<file path="config.mk">
export PLATFORM = sky130hd
export DESIGN_NAME = vmul_unit
export DESIGN_NICKNAME = d
export VERILOG_FILES = /design/src/rtl/vmul_pkg.sv /design/src/rtl/vmul_regfile.sv /design/src/rtl/vmul_pp_stage.sv /design/src/rtl/vmul_ctrl.sv /design/src/rtl/vmul_unit.sv
export SDC_FILE = /design/constraint.sdc
export NUM_CORES = 1
export LEC_CHECK = 0
export BUFFER_PORTS_ARGS = -buffer_cell sky130_fd_sc_hd__buf_2
export CORE_MARGIN = 4
export CORE_UTILIZATION = 30
export CTS_BUF_LIST = sky130_fd_sc_hd__clkbuf_8
export CTS_CLUSTER_DIAMETER = 80
export DETAILED_ROUTE_END_ITERATION = 10
export GPL_ROUTABILITY_DRIVEN = 1
export SYNTH_ARGS = -nofsm -noshare
export SYNTH_HDL_FRONTEND = slang
export SYNTH_SLANG_ARGS = --single-unit
export TNS_END_PERCENT = 100
</file>
<file path="constraint.sdc">
create_clock -name clk -period 8.9 [get_ports clk]
set_clock_uncertainty 0.2 [all_clocks]
set_input_delay 1.335 -clock clk [delete_from_list [all_inputs] [get_ports clk]]
set_output_delay 1.335 -clock clk [all_outputs]
set_load 0.1 [all_outputs]
</file>
<file path="src/rtl/vmul_pkg.sv">
package vmul_pkg;

    typedef enum logic [1:0] {
        ST_IDLE  = 2'd0,
        ST_ISSUE = 2'd1,
        ST_DRAIN = 2'd2,
        ST_FIN   = 2'd3
    } vmul_state_e;

endpackage

</file>
<file path="src/rtl/vmul_regfile.sv">
module vmul_regfile #(
    parameter int DATA_W   = 16,
    parameter int DEPTH    = 8,
    parameter int NUM_REGS = 4,
    parameter int NUM_RD   = 3,
    localparam int IDX_W   = $clog2(DEPTH),
    localparam int SEL_W   = $clog2(NUM_REGS)
) (
    input  logic              clk,
    input  logic              rst_n,
    input  logic              we,
    input  logic [SEL_W-1:0]  w_sel,
    input  logic [IDX_W-1:0]  w_idx,
    input  logic [DATA_W-1:0] w_data,
    input  logic [SEL_W-1:0]  rd_sel  [NUM_RD],
    input  logic [IDX_W-1:0]  rd_idx  [NUM_RD],
    output logic [DATA_W-1:0] rd_data [NUM_RD]
);

    logic [DATA_W-1:0] mem [NUM_REGS][DEPTH];

    always_ff @(posedge clk) begin
        if (!rst_n) begin
            for (int r = 0; r < NUM_REGS; r++) begin
                for (int e = 0; e < DEPTH; e++) begin
                    mem[r][e] <= '0;
                end
            end
        end else if (we && int'(w_idx) < DEPTH && int'(w_sel) < NUM_REGS) begin
            mem[w_sel][w_idx] <= w_data;
        end
    end

    for (genvar p = 0; p < NUM_RD; p++) begin : g_rd
        always_comb begin
            if (int'(rd_idx[p]) < DEPTH && int'(rd_sel[p]) < NUM_REGS) begin
                rd_data[p] = mem[rd_sel[p]][rd_idx[p]];
            end else begin
                rd_data[p] = '0;
            end
        end
    end

    AST_WR_IN_RANGE: assert property (@(posedge clk) disable iff (!rst_n)
        we |-> (int'(w_idx) < DEPTH));

endmodule

</file>
<file path="src/rtl/vmul_pp_stage.sv">
module vmul_pp_stage #(
    parameter int DATA_W    = 16,
    parameter int STAGES    = 3,
    parameter int STAGE_IDX = 0,
    localparam int SLICE_W  = (DATA_W + STAGES - 1) / STAGES,
    localparam int SHIFT    = STAGE_IDX * SLICE_W
) (
    input  logic [DATA_W-1:0] a,
    input  logic [DATA_W-1:0] b,
    input  logic [DATA_W-1:0] acc_in,
    output logic [DATA_W-1:0] acc_out
);

    localparam logic [DATA_W-1:0] SLICE_MASK = {DATA_W{1'b1}} >> (DATA_W - SLICE_W);

    logic [DATA_W-1:0] b_slice;
    logic [DATA_W-1:0] part;

    always_comb begin
        b_slice = (b >> SHIFT) & SLICE_MASK;
        part    = a * b_slice;
        acc_out = acc_in + (part << SHIFT);
    end

endmodule

</file>
<file path="src/rtl/vmul_ctrl.sv">
module vmul_ctrl
    import vmul_pkg::*;
#(
    parameter int DEPTH    = 8,
    parameter int NUM_REGS = 4,
    parameter int STAGES   = 3,
    localparam int LEN_W   = $clog2(DEPTH + 1),
    localparam int IDX_W   = $clog2(DEPTH),
    localparam int SEL_W   = $clog2(NUM_REGS),
    localparam int CNT_W   = $clog2(DEPTH + STAGES)
) (
    input  logic             clk,
    input  logic             rst_n,
    input  logic             start,
    input  logic [LEN_W-1:0] start_len,
    input  logic [SEL_W-1:0] start_src_a,
    input  logic [SEL_W-1:0] start_src_b,
    input  logic [SEL_W-1:0] start_dst,
    input  logic             fin_fire,
    output logic             busy,
    output logic             done,
    output logic             start_err,
    output logic             issue_vld,
    output logic [IDX_W-1:0] issue_idx,
    output logic             issue_last,
    output logic [SEL_W-1:0] src_a_q,
    output logic [SEL_W-1:0] src_b_q,
    output logic [SEL_W-1:0] dst_q,
    output logic [CNT_W-1:0] cycle_count
);

    vmul_state_e      state_q, state_d;
    logic [LEN_W-1:0] len_q;
    logic [LEN_W-1:0] len_eff;
    logic [IDX_W-1:0] idx_q;
    logic [CNT_W-1:0] cnt_q;
    logic             err_q;
    logic             accept;
    logic             can_take;

    assign can_take = (state_q == ST_IDLE) || (state_q == ST_FIN);
    assign accept   = start && can_take;
    assign len_eff  = (start_len > LEN_W'(DEPTH)) ? LEN_W'(DEPTH) : start_len;

    always_comb begin
        state_d = state_q;
        unique case (state_q)
            ST_IDLE, ST_FIN: begin
                if (accept) begin
                    state_d = (len_eff == '0) ? ST_FIN : ST_ISSUE;
                end else begin
                    state_d = ST_IDLE;
                end
            end
            ST_ISSUE: begin
                if (fin_fire) begin
                    state_d = ST_FIN;
                end else if (issue_last) begin
                    state_d = ST_DRAIN;
                end
            end
            ST_DRAIN: begin
                if (fin_fire) begin
                    state_d = ST_FIN;
                end
            end
            default: state_d = ST_IDLE;
        endcase
    end

    always_ff @(posedge clk) begin
        if (!rst_n) begin
            state_q <= ST_IDLE;
        end else begin
            state_q <= state_d;
        end
    end

    always_ff @(posedge clk) begin
        if (!rst_n) begin
            len_q   <= '0;
            idx_q   <= '0;
            cnt_q   <= '0;
            err_q   <= 1'b0;
            src_a_q <= '0;
            src_b_q <= '0;
            dst_q   <= '0;
        end else begin
            err_q <= start && busy;
            if (accept) begin
                len_q   <= len_eff;
                src_a_q <= start_src_a;
                src_b_q <= start_src_b;
                dst_q   <= start_dst;
                idx_q   <= '0;
                cnt_q   <= '0;
            end else begin
                if (state_q == ST_ISSUE) begin
                    idx_q <= idx_q + 1'b1;
                end
                if (busy) begin
                    cnt_q <= cnt_q + 1'b1;
                end
            end
        end
    end

    always_comb begin
        busy        = 1'b0;
        done        = 1'b0;
        issue_vld   = 1'b0;
        unique case (state_q)
            ST_IDLE:  ;
            ST_ISSUE: begin
                busy      = 1'b1;
                issue_vld = 1'b1;
            end
            ST_DRAIN: busy = 1'b1;
            ST_FIN:   done = 1'b1;
            default:  ;
        endcase
        issue_idx   = idx_q;
        issue_last  = issue_vld && (LEN_W'(idx_q) == len_q - LEN_W'(1));
        start_err   = err_q;
        cycle_count = cnt_q;
    end

    AST_DONE_SINGLE: assert property (@(posedge clk) disable iff (!rst_n)
        (done && !start) |=> !done);
    AST_BUSY_FALL_DONE: assert property (@(posedge clk) disable iff (!rst_n)
        $fell(busy) |-> done);
    AST_CYCLES_MATCH: assert property (@(posedge clk) disable iff (!rst_n)
        (done && $past(busy)) |-> (cycle_count == CNT_W'(len_q) + CNT_W'(STAGES - 1)));
    AST_ZERO_LEN: assert property (@(posedge clk) disable iff (!rst_n)
        (done && !$past(busy)) |-> (cycle_count == '0));
    AST_REJECT_KEEPS: assert property (@(posedge clk) disable iff (!rst_n)
        (busy && start) |=> ($stable(dst_q) && $stable(len_q) && start_err));
    AST_LEN_CLAMP: assert property (@(posedge clk) disable iff (!rst_n)
        busy |-> (len_q <= LEN_W'(DEPTH)));

endmodule

</file>
<file path="src/rtl/vmul_unit.sv">
module vmul_unit #(
    parameter int DATA_W   = 16,
    parameter int DEPTH    = 8,
    parameter int NUM_REGS = 4,
    parameter int STAGES   = 3,
    localparam int LEN_W   = $clog2(DEPTH + 1),
    localparam int IDX_W   = $clog2(DEPTH),
    localparam int SEL_W   = $clog2(NUM_REGS),
    localparam int CNT_W   = $clog2(DEPTH + STAGES)
) (
    input  logic              clk,
    input  logic              rst_n,
    input  logic              start,
    input  logic [LEN_W-1:0]  start_len,
    input  logic [SEL_W-1:0]  start_src_a,
    input  logic [SEL_W-1:0]  start_src_b,
    input  logic [SEL_W-1:0]  start_dst,
    output logic              busy,
    output logic              done,
    output logic              start_err,
    output logic [CNT_W-1:0]  cycle_count,
    input  logic              wr_en,
    input  logic [SEL_W-1:0]  wr_sel,
    input  logic [IDX_W-1:0]  wr_idx,
    input  logic [DATA_W-1:0] wr_data,
    input  logic [SEL_W-1:0]  rd_sel,
    input  logic [IDX_W-1:0]  rd_idx,
    output logic [DATA_W-1:0] rd_data
);

    typedef struct packed {
        logic              valid;
        logic              last;
        logic [IDX_W-1:0]  idx;
        logic [DATA_W-1:0] a;
        logic [DATA_W-1:0] b;
        logic [DATA_W-1:0] acc;
    } stage_t;

    logic             issue_vld;
    logic [IDX_W-1:0] issue_idx;
    logic             issue_last;
    logic [SEL_W-1:0] src_a_q, src_b_q, dst_q;
    logic             fin_fire;

    logic [SEL_W-1:0]  rf_rd_sel  [3];
    logic [IDX_W-1:0]  rf_rd_idx  [3];
    logic [DATA_W-1:0] rf_rd_data [3];
    logic              rf_we;
    logic [SEL_W-1:0]  rf_w_sel;
    logic [IDX_W-1:0]  rf_w_idx;
    logic [DATA_W-1:0] rf_w_data;

    stage_t            issue_pkt;
    stage_t            st_in   [STAGES];
    logic [DATA_W-1:0] acc_out [STAGES];
    stage_t            fin;

    vmul_ctrl #(
        .DEPTH    (DEPTH),
        .NUM_REGS (NUM_REGS),
        .STAGES   (STAGES)
    ) u_ctrl (
        .clk         (clk),
        .rst_n       (rst_n),
        .start       (start),
        .start_len   (start_len),
        .start_src_a (start_src_a),
        .start_src_b (start_src_b),
        .start_dst   (start_dst),
        .fin_fire    (fin_fire),
        .busy        (busy),
        .done        (done),
        .start_err   (start_err),
        .issue_vld   (issue_vld),
        .issue_idx   (issue_idx),
        .issue_last  (issue_last),
        .src_a_q     (src_a_q),
        .src_b_q     (src_b_q),
        .dst_q       (dst_q),
        .cycle_count (cycle_count)
    );

    assign rf_rd_sel[0] = src_a_q;
    assign rf_rd_idx[0] = issue_idx;
    assign rf_rd_sel[1] = src_b_q;
    assign rf_rd_idx[1] = issue_idx;
    assign rf_rd_sel[2] = rd_sel;
    assign rf_rd_idx[2] = rd_idx;
    assign rd_data      = rf_rd_data[2];

    vmul_regfile #(
        .DATA_W   (DATA_W),
        .DEPTH    (DEPTH),
        .NUM_REGS (NUM_REGS),
        .NUM_RD   (3)
    ) u_rf (
        .clk     (clk),
        .rst_n   (rst_n),
        .we      (rf_we),
        .w_sel   (rf_w_sel),
        .w_idx   (rf_w_idx),
        .w_data  (rf_w_data),
        .rd_sel  (rf_rd_sel),
        .rd_idx  (rf_rd_idx),
        .rd_data (rf_rd_data)
    );

    always_comb begin
        issue_pkt.valid = issue_vld;
        issue_pkt.last  = issue_last;
        issue_pkt.idx   = issue_idx;
        issue_pkt.a     = rf_rd_data[0];
        issue_pkt.b     = rf_rd_data[1];
        issue_pkt.acc   = '0;
    end

    for (genvar s = 0; s < STAGES; s++) begin : g_stage
        vmul_pp_stage #(
            .DATA_W    (DATA_W),
            .STAGES    (STAGES),
            .STAGE_IDX (s)
        ) u_pp (
            .a       (st_in[s].a),
            .b       (st_in[s].b),
            .acc_in  (st_in[s].acc),
            .acc_out (acc_out[s])
        );

        if (s == 0) begin : g_head
            assign st_in[0] = issue_pkt;
        end else begin : g_reg
            stage_t pipe_q;
            always_ff @(posedge clk) begin
                if (!rst_n) begin
                    pipe_q <= '0;
                end else begin
                    pipe_q     <= st_in[s-1];
                    pipe_q.acc <= acc_out[s-1];
                end
            end
            assign st_in[s] = pipe_q;
        end
    end

    assign fin      = st_in[STAGES-1];
    assign fin_fire = fin.valid && fin.last;

    always_comb begin
        if (fin.valid) begin
            rf_we     = 1'b1;
            rf_w_sel  = dst_q;
            rf_w_idx  = fin.idx;
            rf_w_data = acc_out[STAGES-1];
        end else begin
            rf_we     = wr_en && !busy;
            rf_w_sel  = wr_sel;
            rf_w_idx  = wr_idx;
            rf_w_data = wr_data;
        end
    end

    AST_WB_ONLY_BUSY: assert property (@(posedge clk) disable iff (!rst_n)
        fin.valid |-> busy);
    AST_WB_IN_ORDER: assert property (@(posedge clk) disable iff (!rst_n)
        (fin.valid && fin.idx != '0) |-> ($past(fin.valid) && ($past(fin.idx) == fin.idx - IDX_W'(1))));
    AST_NO_WB_IDLE: assert property (@(posedge clk) disable iff (!rst_n)
        (!busy) |-> !fin.valid);

endmodule

</file>
# Word-level counts from Yosys, hierarchy flattened
# Memory sizes are Yosys's and may differ from the RTL's. A register that Yosys moved wholly into a read port is not among the register bits.
# Cells that the tools add are included.
# classes
n_addsub	5
n_mul	3
div	0
n_lt_le_gt_ge	5
n_eq_ne	6
n_shift	0
n_mux	36
bitwise_logic	4
reduce_logical	15
# ops
op	n
128-bit two-way mux	3
16-bit binary-select mux with 3-bit select	3
16-bit two-way mux	8
128-bit OR reduction	1
16-bit demux with 3-bit select	1
16-bit adder	2
2-bit two-way mux	11
16-bit by 4-bit multiplier with 4-bit output	1
16-bit by 6-bit multiplier with 10-bit output	1
16-bit by 6-bit multiplier with 16-bit output	1
4-bit greater-or-equal comparator (second input constant)	3
3-bit NOT with 4-bit output	3
1-bit two-way mux	7
1-bit logical AND	6
2-bit case mux with 3 select lines	1
2-bit OR reduction	3
4-bit by 1-bit adder with 4-bit output (second input constant)	1
2-bit == test (second input constant)	2
3-bit by 4-bit == test with 1-bit output	1
4-bit > comparator (second input constant)	1
4-bit zero test	1
4-bit by 1-bit < comparator with 1-bit output (second input constant)	1
4-bit two-way mux	1
4-bit by 1-bit subtractor with 4-bit output (second input constant)	1
other kinds (10)	10
# totals
ff_bits	126
latch_bits	0
ram_bits	512
romBits	0
inputBits	40
out_inout_bits	23
n_memories	1
# memory_table
name	words	word_bits	read_ports	rd_ports_with_merged_regs	write_ports	line_no	source
u_rf.mem	4	128	3	2	4	vmul_regfile.sv:20	logic [DATA_W-1:0] mem [NUM_REGS][DEPTH];

# Logic depth before layout (Yosys ltp)
# depth
ltp_word	11
ltp_mapped	27
depth_no_buf	21

# By module
# A second synthesis with hierarchy kept.
# hier_totals
hier_cells	3804
area_unflattened_um2	42126.7
# by_module_without_submodules
module	n_inst	cells_per_inst	area_each_um2
vmul_regfile	1	2901	33422.1
vmul_unit	1	250	3131.8
vmul_pp_stage at g_stage[0].u_pp	1	315	2742.6
vmul_pp_stage at g_stage[1].u_pp	1	180	1505.2
vmul_ctrl	1	113	968.4
vmul_pp_stage at g_stage[2].u_pp	1	45	356.6

# Worst setup path before layout
# OpenSTA, ideal clock, no wires.
# synth_path
kind	reg-to-reg
start	register (tool-made name)
end	register g_stage[1].g_reg.pipe_q[15] (netlist bit)
setup_ns	0.115
arrival_time_ns	5.882
required_ns	8.585
setup_slack_ns	2.703
stages_incl_launch_ff	24
path_buffers	4
cell_sequence	dfxtp_1 > buf_4 > buf_6 > buf_6 > buf_2 > mux4_2 > mux4_2 > mux2i_2 > nor2_1 > fa_1 > fa_1 > inv_1 > fa_1 > inv_1 > ha_1 > inv_1 > o21bai_1 > a21oi_1 > o21bai_1 > a21o_1 > a41oi_1 > a21oi_1 > xnor3_1 > and2_1
# synth_lines
element	line_no	source
end signal, assigned	vmul_unit.sv:138	pipe_q <= st_in[s-1];
end, declared	vmul_unit.sv:133	stage_t pipe_q;

==> flow_metrics.tcl <==
set metrics [dict create \
    cts.repair.resized 0 \
    syn_area_um2 37000 \
    ant_nets 0 \
    cp.required_ns 9.32 \
    synth_nets 2840 \
    synth.area.mux_share_pct 30.04 \
    totalWireLength_um 124600 \
    synth_top_family_by_area "multiplexers" \
    first_pass_iters 7 \
    min_period_over_period_pct 77.44 \
    cts_buffers 108 \
    combPwrFrac_pct 32.4 \
    insertion_delay_ns 0.77 \
    synth_adder_area_share_pct 5.437 \
    synth_edf_count 512 \
    slowest_delay_ns 0.87 \
    dp_cells 4248 \
    intPower_mw 5.971 \
    die_w_um 359.2 \
    numPortBuffers 62 \
    grt_pass1_vias 24850 \
    multi_input_area_um2 18540 \
    tightest_slew_ns 1.307 \
    yosys_register_bits 606 \
    swShare_pct 34.53 \
    hold_depth 1 \
    start_kind "register" \
    final_nets 2893 \
    rr_worst_depth 20 \
    path_max_fanout 39 \
    grt_pass1_wl_um 179000 \
    vias 25220 \
    max_slew_margin_pct 11.04 \
    initial_core_util_pct 30.28 \
    max_freq_mhz 145.1 \
    cp-end-kind "register" \
    cts_hold_buf 0 \
    drv_cap 0 \
    setup_violations 0 \
    seq_area_um2 17280 \
    post-place-ws_ns 2.047 \
    area_growth_pct 12.29 \
    die_h_um 359.2 \
    worst_hold_slack_ns 0.2285 \
    ys_types 65 \
    fin_ws_ns 2.007 \
    grt.overflow.total 0 \
    drt_iter0_drc 3501 \
    cp_slowest_cell "nor2_1" \
    path_clk_slew_ns 0.06 \
    track_usage_pct 18.91 \
    synth_top_area_cell "edfxtp_1" \
    post_cts_buffers 0 \
    pwr-share-clk_pct 29.2 \
    cts_root_buf "clkbuf_8" \
    status "finished clean" \
    grt_max_degree 72 \
    dieArea_um2 129000 \
    switchingPower_mw 3.150 \
    synthSimpleGateAreaFrac_pct 10.37 \
    synth_ff_type "edfxtp_1" \
    core_um2 122200 \
    p_leak_nw 14.53 \
    place_congestion 0.8556 \
    fin_crit_ns 6.893 \
    vias_per_cell 5.673 \
    wl_per_cell_um 28.04 \
    min_from "g_stage[1].g_reg.pipe_q[5]$_SDFF_PN0_" \
    path_cells "mux4_4 > mux2i_1 > o22ai_1 > nor2_1 > nor2_1 > fa_1 > fa_1 > inv_1 > fa_1 > inv_1 > ha_1 > inv_1 > o21bai_1 > a21oi_1 > o21bai_1 > a21o_1 > a41oi_1 > a21oi_1 > xnor3_1 > and2_1" \
    stdcell_count 4445 \
    final_cell_mix "nor2_1 (600), edfxtp_1 (512), mux4_2 (426), nand2_1 (129), inv_1 (129)" \
    yosysSeqAreaShare_pct 46.64 \
    final_common_cell "nor2_1" \
    crit_type "reg -> reg" \
    drc_errors 0 \
    power_mw 9.120 \
    async_flop_share_pct 0 \
    syn_inst 2680 \
    synth_compound_area_share_pct 2.279 \
    cts_tree "yes" \
    io-pin-count 63 \
    dp_hpwl_um 80280 \
    ir_drop_uv 189.0 \
    hold_violations 0 \
    cp_data_arrival_time_ns 7.31 \
    layout-drive-gt1-share_pct 28.41 \
    r2r-end "g_stage[1].g_reg.pipe_q[15]$_SDFF_PN0_" \
    hold-path-endpoint "fin[5]$_SDFF_PN0_" \
    clock_path_buffers 3 \
    r2r_slack_ns 2.01 \
    yosys_warnings 0 \
    synth_xor_area_share_pct 1.457 \
    seq_power_share_pct 38.4 \
    synth_top_area_share_pct 41.55 \
    synthTopCellsByArea "edfxtp_1 (42%), mux4_2 (26%), nor2_1 (6.1%)" \
    tns_ns 0 \
    num_rows 128 \
    htreeDepth 3 \
    holdCritPathClass "reg -> reg" \
    syn_avg_cell_area_um2 13.81 \
    slew_viol_final 0 \
    cts_num_sinks 606 \
    antenna_found_initial 7 \
    p_per_area_nw_per_um2 219.5 \
    grt_setup_unrepaired "no" \
    fillCellCount 11800 \
]
==> power by group through the flow <==
stage / sequential [mW] / clock, mW / combinational (mW)
floorplan: 3.43 / 0 / 2.22
global placement: 3.56 / 0 / 2.92
detailed placement: 3.56 / 0 / 2.94
CTS: 3.51 / 2.70 / 2.95
global route: 3.53 / 2.84 / 3.20
finish: 3.51 / 2.66 / 2.95
==> through the flow <==
stage	area [µm²]	utilization (%)
after global routing	41550	34.00
after floorplan	37000	-
after CTS	41550	34.00
after detailed placement	39380	32.22
final	41550	34.00
after global placement	39380	32.22
==> sequential cells by signal (all words and copies together), names as in the netlist, 2 cells and up, named ones only <==
signal	flops
u_rf.mem	512
g_stage.g_reg.pipe_q	41
fin	29
u_ctrl.cycle_count	4
u_ctrl.len_q	4
u_ctrl.issue_idx	3
u_ctrl.dst_q	2
u_ctrl.src_a_q	2
u_ctrl.src_b_q	2
u_ctrl.state_q	2
==> cell type report <==
class / count / area share, %
clock inverters: 75 / 1.220
repair buffers: 164 / 2.785
clock buffers: 121 / 4.008
inverters: 97 / 0.8763
flip-flops and latches: 606 / 41.59
multi-input cells: 1756 / 44.62
well taps: 1625 / 4.893
diodes: 1 / 0.006023
==> how the worst max path moves through the flow <==
stage                         from                                      to  slack (ns)  depth (start not counted)
final                     register  g_stage[1].g_reg.pipe_q[15]$_SDFF_PN0_        2.01                         20
after global routing      register  g_stage[1].g_reg.pipe_q[15]$_SDFF_PN0_        1.54                         20
after CTS                 register  g_stage[1].g_reg.pipe_q[15]$_SDFF_PN0_        2.02                         19
after detailed placement  register  g_stage[1].g_reg.pipe_q[15]$_SDFF_PN0_        2.05                         20
after global placement    register  g_stage[1].g_reg.pipe_q[15]$_SDFF_PN0_        2.13                         20
after floorplan           register  g_stage[1].g_reg.pipe_q[15]$_SDFF_PN0_        2.70                         23
==> synthesized netlist by cell type (6+ instances only) <==
cell,instances
buf_2,36
nand2_1,129
o21bai_1,11
and2_1,78
dfxtp_1,94
buf_6,11
nand3_1,10
ha_1,52
o21ai_0,9
buf_4,12
mux2_2,16
nand2b_1,8
a21o_1,8
nor2b_1,36
xnor2_1,43
a22oi_1,19
nor2_1,600
clkbuf_1,141
fa_1,68
or2_1,9
and3_1,7
edfxtp_1,512
mux2i_2,9
o22ai_1,10
mux4_1,13
xor2_1,16
mux4_2,426
buf_1,19
inv_1,96
a21boi_0,10
nor3_1,6
a21oi_1,25
mux2i_1,85
==> cell families after synthesis <==
kind of cell / count (synthesis)
AO/OA/AOI/OAI: 122
adder cells (fa/ha/maj): 120
AND/OR/NAND/NOR: 904
multiplexers: 550
buffers and inverters: 318
XOR/XNOR: 60
flip-flops: 606
==> routing by layer <==
layer / wire (µm) / vias to the layer above / track usage (%)
li1: - / 10200 / -
met1: 46960 / 12960 / 25.09
met2: 58180 / 1735 / 30.14
met3: 13610 / 319 / 4.188
met4: 5821 / 4 / 7.705
met5: 52 / - / 0
==> worst max-delay path, delay by kind of cell, from the launching register on <==
family | cells | cell delay (ns)
adder cells (fa/ha/maj) | 4 | 1.86
AND/OR/NAND/NOR | 3 | 1.20
buffers and inverters | 3 | 0.15
XOR/XNOR | 1 | 0.38
multiplexers | 2 | 0.88
AO/OA/AOI/OAI | 7 | 1.18
flip-flops | 1 | 0.85
No activity file was read; power rests on OpenSTA's default activity.
